`src/rtl/clkgen_pkg.sv`:
```
package clkgen_pkg;
   typedef enum logic [1:0] {
      SRC_RC   = 2'd0,
      SRC_XOSC = 2'd1,
      SRC_PLL  = 2'd2,
      SRC_NONE = 2'd3
   } src_e;

   localparam int NUM_SRC = 3;
   // independent domains: 0 cpu (hsb follows), 1 pba, 2 pbb
   localparam int NUM_DOM = 3;
   localparam int DOM_CPU = 0;
   localparam int DOM_PBA = 1;
   localparam int DOM_PBB = 2;
endpackage

```
`src/rtl/cg_prescaler.sv`:
```
module cg_prescaler #(
   parameter int W = 8
) (
   input  logic         clk,
   input  logic         rst_n,
   output logic [W-1:0] taps,
   output logic         roll
);
   logic [W-1:0] cnt;

   always_ff @(posedge clk or negedge rst_n) begin
      if (!rst_n) cnt <= '0;
      else        cnt <= cnt + W'(1);
   end

   // tap n is high once per 2^(n+1) cycles
   for (genvar n = 0; n < W; n++) begin : g_tap
      assign taps[n] = &cnt[n:0];
   end

   assign roll = taps[W-1];


   wrap_clear_chk: assert property (@(posedge clk) disable iff (!rst_n)
      roll |=> (taps == '0));

   tap0_toggle_chk: assert property (@(posedge clk) disable iff (!rst_n)
      !taps[0] |=> taps[0]);
endmodule

```
`src/rtl/cg_dom_strobe.sv`:
```
module cg_dom_strobe #(
   parameter int W  = 8,
   parameter int SW = 3
) (
   input  logic          div,
   input  logic [SW-1:0] sel,
   input  logic [W-1:0]  taps,
   output logic          en
);
   assign en = div ? taps[sel] : 1'b1;
endmodule

```
`src/rtl/cg_main_sel.sv`:
```
module cg_main_sel
   import clkgen_pkg::*;
(
   input  logic               clk,
   input  logic               rst_n,
   input  logic               wr,
   input  logic [1:0]         d,
   input  logic [NUM_SRC-1:0] src_rdy,
   output logic [1:0]         sel,
   output logic               err
);
   logic [3:0] rdy_ext;
   logic       tgt_ok;

   assign rdy_ext = {1'b0, src_rdy};
   assign tgt_ok  = rdy_ext[d];

   always_ff @(posedge clk or negedge rst_n) begin
      if (!rst_n) begin
         sel <= SRC_RC;
         err <= 1'b0;
      end else begin
         err <= 1'b0;
         if (wr) begin
            if (tgt_ok) sel <= d;
            else        err <= 1'b1;
         end
      end
   end


   src_hold_chk: assert property (@(posedge clk) disable iff (!rst_n)
      (wr && !rdy_ext[d]) |=> ($stable(sel) && err));

   src_take_chk: assert property (@(posedge clk) disable iff (!rst_n)
      (wr && rdy_ext[d]) |=> (sel == $past(d) && !err));
endmodule

```
`src/rtl/cg_setting_ctrl.sv`:
```
module cg_setting_ctrl
   import clkgen_pkg::*;
#(
   parameter int SW = 3
) (
   input  logic                        clk,
   input  logic                        rst_n,
   input  logic                        wr,
   input  logic [NUM_DOM-1:0]          div_in,
   input  logic [NUM_DOM-1:0][SW-1:0]  sel_in,
   input  logic                        roll,
   input  logic                        ien_wr,
   input  logic                        ien_d,
   output logic [NUM_DOM-1:0]          act_div,
   output logic [NUM_DOM-1:0][SW-1:0]  act_sel,
   output logic                        ready,
   output logic                        irq,
   output logic                        busy_err,
   output logic                        ratio_err
);
   logic [NUM_DOM-1:0]         pend_div;
   logic [NUM_DOM-1:0][SW-1:0] pend_sel;
   logic                       ien_q;
   logic                       ratio_ok;

   function automatic logic [SW:0] expo(input logic dv, input logic [SW-1:0] s);
      return dv ? ({1'b0, s} + (SW+1)'(1)) : '0;
   endfunction

   assign ratio_ok =
      (expo(div_in[DOM_CPU], sel_in[DOM_CPU]) <= expo(div_in[DOM_PBA], sel_in[DOM_PBA])) &&
      (expo(div_in[DOM_CPU], sel_in[DOM_CPU]) <= expo(div_in[DOM_PBB], sel_in[DOM_PBB]));

   always_ff @(posedge clk or negedge rst_n) begin
      if (!rst_n) begin
         act_div   <= '0;
         act_sel   <= '0;
         pend_div  <= '0;
         pend_sel  <= '0;
         ready     <= 1'b1;
         irq       <= 1'b0;
         busy_err  <= 1'b0;
         ratio_err <= 1'b0;
         ien_q     <= 1'b0;
      end else begin
         irq       <= 1'b0;
         busy_err  <= 1'b0;
         ratio_err <= 1'b0;
         if (!ready && roll) begin
            act_div <= pend_div;
            act_sel <= pend_sel;
            ready   <= 1'b1;
            irq     <= ien_q;
         end
         if (wr) begin
            if (!ready)         busy_err  <= 1'b1;
            else if (!ratio_ok) ratio_err <= 1'b1;
            else begin
               pend_div <= div_in;
               pend_sel <= sel_in;
               ready    <= 1'b0;
            end
         end
         if (ien_wr) ien_q <= ien_d;
      end
   end


   busy_ignore_chk: assert property (@(posedge clk) disable iff (!rst_n)
      (wr && !ready) |=> ($stable(pend_div) && $stable(pend_sel) && busy_err));

   ratio_keep_chk: assert property (@(posedge clk) disable iff (!rst_n)
      (wr && ready && !ratio_ok) |=> (ready && ratio_err && $stable(act_div) && $stable(act_sel)));

   apply_only_at_wrap_chk: assert property (@(posedge clk) disable iff (!rst_n)
      (!roll || ready) |=> ($stable(act_div) && $stable(act_sel)));

   ready_return_chk: assert property (@(posedge clk) disable iff (!rst_n)
      (!ready && roll) |=> ready);

   act_ratio_chk: assert property (@(posedge clk) disable iff (!rst_n)
      (expo(act_div[DOM_CPU], act_sel[DOM_CPU]) <= expo(act_div[DOM_PBA], act_sel[DOM_PBA])) &&
      (expo(act_div[DOM_CPU], act_sel[DOM_CPU]) <= expo(act_div[DOM_PBB], act_sel[DOM_PBB])));

   irq_edge_chk: assert property (@(posedge clk) disable iff (!rst_n)
      irq |-> (ready && !$past(ready)));
endmodule

```
`src/rtl/clkgen_sync_div.sv`:
```
module clkgen_sync_div
   import clkgen_pkg::*;
#(
   parameter  int PSC_W = 8,
   localparam int SEL_W = $clog2(PSC_W)
) (
   input  logic               clk,
   input  logic               rst_n,
   input  logic [NUM_SRC-1:0] src_rdy,
   input  logic               msel_wr,
   input  logic [1:0]         msel_d,
   input  logic               ck_wr,
   input  logic               cpu_div,
   input  logic [SEL_W-1:0]   cpu_sel,
   input  logic               pba_div,
   input  logic [SEL_W-1:0]   pba_sel,
   input  logic               pbb_div,
   input  logic [SEL_W-1:0]   pbb_sel,
   input  logic               ien_wr,
   input  logic               ien_d,
   output logic [1:0]         main_src,
   output logic               ck_ready,
   output logic               ck_irq,
   output logic               cfg_busy_err,
   output logic               cfg_ratio_err,
   output logic               src_sel_err,
   output logic               en_cpu,
   output logic               en_hsb,
   output logic               en_pba,
   output logic               en_pbb
);
   if (PSC_W < 2 || (1 << SEL_W) != PSC_W) begin : g_bad_width
      $error("PSC_W must be a power of two of at least 2");
   end

   logic [PSC_W-1:0]              taps;
   logic                          roll;
   logic [NUM_DOM-1:0]            div_in, act_div, en_vec;
   logic [NUM_DOM-1:0][SEL_W-1:0] sel_in, act_sel;

   assign div_in = {pbb_div, pba_div, cpu_div};
   assign sel_in = {pbb_sel, pba_sel, cpu_sel};

   cg_prescaler #(.W(PSC_W)) u_psc (
      .clk  (clk),
      .rst_n(rst_n),
      .taps (taps),
      .roll (roll)
   );

   cg_main_sel u_msel (
      .clk    (clk),
      .rst_n  (rst_n),
      .wr     (msel_wr),
      .d      (msel_d),
      .src_rdy(src_rdy),
      .sel    (main_src),
      .err    (src_sel_err)
   );

   cg_setting_ctrl #(.SW(SEL_W)) u_ctrl (
      .clk      (clk),
      .rst_n    (rst_n),
      .wr       (ck_wr),
      .div_in   (div_in),
      .sel_in   (sel_in),
      .roll     (roll),
      .ien_wr   (ien_wr),
      .ien_d    (ien_d),
      .act_div  (act_div),
      .act_sel  (act_sel),
      .ready    (ck_ready),
      .irq      (ck_irq),
      .busy_err (cfg_busy_err),
      .ratio_err(cfg_ratio_err)
   );

   for (genvar d = 0; d < NUM_DOM; d++) begin : g_dom
      cg_dom_strobe #(.W(PSC_W), .SW(SEL_W)) u_stb (
         .div (act_div[d]),
         .sel (act_sel[d]),
         .taps(taps),
         .en  (en_vec[d])
      );
   end

   assign en_cpu = en_vec[DOM_CPU];
   assign en_hsb = en_vec[DOM_CPU];
   assign en_pba = en_vec[DOM_PBA];
   assign en_pbb = en_vec[DOM_PBB];
endmodule

```
`config.mk`:
```
export PLATFORM = sky130hd
export DESIGN_NAME = clkgen_sync_div
export DESIGN_NICKNAME = d
export VERILOG_FILES = /design/src/rtl/clkgen_pkg.sv /design/src/rtl/cg_prescaler.sv /design/src/rtl/cg_dom_strobe.sv /design/src/rtl/cg_main_sel.sv /design/src/rtl/cg_setting_ctrl.sv /design/src/rtl/clkgen_sync_div.sv
export SDC_FILE = /design/constraint.sdc
export NUM_CORES = 1
export LEC_CHECK = 0
export ABC_AREA = 1
export CAP_MARGIN = 0
export CORE_UTILIZATION = 54
export CTS_CLUSTER_DIAMETER = 30
export CTS_CLUSTER_SIZE = 20
export DETAILED_ROUTE_END_ITERATION = 16
export PLACE_DENSITY = 0.84
export SLEW_MARGIN = 0
export SYNTH_ARGS = -nofsm -noshare
export SYNTH_HDL_FRONTEND = slang
export SYNTH_SLANG_ARGS = --single-unit
```
`constraint.sdc`:
```
create_clock -name clk -period 1.95 [get_ports clk]
set_input_delay 0.39 -clock clk [delete_from_list [all_inputs] [get_ports clk]]
set_output_delay 0.39 -clock clk [all_outputs]
set_load 0.05 [all_outputs]
```
==> flow_summary.toml <==
[layout]
drive_gt1_share_pct = 26.99
fin_nets = 363
synthToLayoutAreaGrowth_pct = 38.04
fin_cells = 374
antenna_cells = 0
mostFrequentLayoutCells = "nand2_1 (61), dfrtp_1 (39), inv_1 (34), buf_4 (22), nor2_1 (21)"
fillers = 244
layout_commonest_cell = "nand2_1"

[worst_setup_path]
criticalPathCategory = "flop to output pin"
cp-endpoint = "en_cpu"
crit_arrival_ns = 1.85
path_delay_family = "flip-flops"
cp.required_ns = 1.56
worstSetupStartpointType = "flop"
reg2reg_depth = 6
r2r_start = "u_psc.cnt[0]$_DFF_PN0_"
rr_endpoint = "u_ctrl.act_div[0]$_DFFE_PN0P_"
cp-startpoint = "u_psc.cnt[0]$_DFF_PN0_"
crit_chain = "ha_4 > nand3_4 > inv_4 > ha_4 > inv_4 > a21oi_2 > o21ai_1 > o21ai_1 > nand2_1 > nand2_4 > buf_12"
cpMaxStageDelayCell = "dfrtp_1"
cp-end-kind = "output pin"
worst-path-stages = 11
r2r_slack_ns = 0.37
cpPeakStageDelay_ns = 0.40
crit_buf_inv = 3
cp_max_fo = 4

[synthesis]
ys_types = 22
synth.avg_cell_area_um2 = 8.304
synthesis.area_um2 = 2217
yosys_warnings = 0
synth_cells = 267
ys_seq_area_share_pct = 45.20
ys_ff_latch = 40
syn_nets = 304

[sta]
finClkSkew_ns = 0.004772
drv_slew = 0
tightest_slew_ns = 0.4988
whs_ns = 0.1333
rsz0062_at_grt = "yes"
hold_viol = 0
max_slew_margin_pct = 66.64
max_freq_mhz = 445.8
period_share_pct = 115.0
finalCriticalPeriod_ns = 2.243
finalWorstSetupSlack_ns = -0.2930
setup_viol = 4

[floorplanning]
dieArea_um2 = 4366
io_pins = 34
fp.dieH_um = 66.08
core_um2 = 3799
rows = 22
die_w_um = 66.08
start_util_pct = 58.37

[placement]
port-buffer-count = 33
numPlacedInstances = 360
place_hpwl_um = 3445
gp_congestion = 0.8512

[drt]
drc = 0
firstDrtPassIters = 4
drt_iter0_markers = 128
postRouteAntennaNets = 0
vias = 2029
wl_per_cell_um = 14.12
viasPerCell = 5.425
routed_wl_um = 5281

[clocking]
cts_made_buffers = 5
clock_latency_ns = 0.30
cts_root_buffer = "clkbuf_8"
cts.sinks = 40
cts_htree_levels = 2
clkSlewWorstSetupHoldPaths_ns = 0.07
cts_hold_buf = 0
tritoncts = "yes"
clock_path_buffers = 2

[power]
vdd_drop_max_mv = 0.2993
cellPowerDensity_nw_per_um2 = 568.1
finalPower_uw = 1739
cellLeakagePower_uw = 0.001521

[global_route]
grt_pass1_wl_um = 8314
grt_max_degree = 41
antenna_found_initial = 0
grt-ovfl-total = 0
grt.total_usage_pct = 25.70
grt_pass1_vias = 1966

[run]
maxCapViolations = 0

[outcome]
violations = "negative setup slack"
status = "finished, violations left"

[worst_hold_path]
hp-class = "input port to async pin"
final cells by class:
class                           instances  area, µm²  share of cell area, %
Multi-Input combinational cell        184       1184                  38.68
Sequential cell                        40       1002                  32.75
Timing Repair Buffer                   58      589.3                  19.26
Inverter                               37      143.9                  4.702
Clock buffer                            5      68.82                  2.249
Tap cell                               48      60.06                  1.962
Clock inverter                          2      12.51                 0.4088
kinds of logic after synthesis:
logic type                 synth area share (%)
AOI/OAI and AO/OA                         12.53
xor gates and xnor gates                  1.185
adders and majority gates                 7.901
buffers and inverters                     8.634
DFF                                       45.20
and+or+nand+nor                           24.55
report_power, final:
group | internal [µW] | switching (µW)
registers | 841 | 5.17
logic | 159 | 211
clock network | 242 | 281
state kept, by name, summed over array words and instances (netlist names), 2 cells and up:
register         flops
u_ctrl.act_sel       9
u_ctrl.pend_div      3
u_ctrl.pend_sel      9
u_psc.cnt            8
u_ctrl.act_div       3
u_msel.sel           2
stage by stage:
step	utilization, %	setup TNS [ns]	instance area, µm²	setup slack, ns
detailed placement	72.86	-6.007	2768	-0.4533
finish	80.57	-1.065	3060	-0.2930
global placement	72.86	-5.158	2768	-0.3856
floorplan	-	-0.02210	2262	-0.02210
CTS	78.43	-1.018	2979	-0.2597
global route	80.57	-1.356	3060	-0.3556
worst min-delay path by stage:
stage                                    from                        endpoint  slack (ns)  cells past startpoint
2_1_floorplan                           rst_n   u_ctrl.act_div[0]$_DFFE_PN0P_        0.09                      0
3_3_place_gp   u_ctrl.pend_sel[8]$_DFFE_PN0P_  u_ctrl.pend_sel[8]$_DFFE_PN0P_        0.46                      2
3_5_place_dp   u_ctrl.pend_div[0]$_DFFE_PN0P_  u_ctrl.pend_div[0]$_DFFE_PN0P_        0.46                      2
4_1_cts                                 rst_n          u_psc.cnt[4]$_DFF_PN0_        0.16                      2
5_1_grt                                 rst_n  u_ctrl.pend_div[2]$_DFFE_PN0P_        0.18                      2
6_report                                rst_n          u_psc.cnt[5]$_DFF_PN0_        0.13                      2
synthesized netlist by cell type (all sizes together):
library cell	count	area share [%]
buf	7	2.4
nor3	3	0.68
nor2	26	4.7
nand2	71	12
o211ai	3	1.0
ha	14	7.9
dfrtp	39	44
xor2	2	0.79
nand4	14	4.0
inv	37	6.3
o21ai	18	4.6
xnor2	1	0.40
a21oi	24	6.9
nand3	7	3.2
dfstp	1	1.2
repair_timing:
action | CTS | global route
gates resized for setup | 28 | 25
pin swaps | 12 | 13
endpoints found under the setup margin | 18 | 18
cloned | 3 | 0
buffers inserted | 2 | 2
layer usage:
| metal | up-vias | wire (µm) | GRT usage, % |
|---|---|---|---|
| li1 | 985 | - | - |
| met2 | 61 | 2928 | 44.26 |
| met1 | 967 | 2043 | 29.26 |
| met4 | 0 | 133 | 14.36 |
| met5 | - | 0 | 0 |
| met3 | 16 | 175 | 5.690 |
No activity file was read; power rests on OpenSTA's default activity.
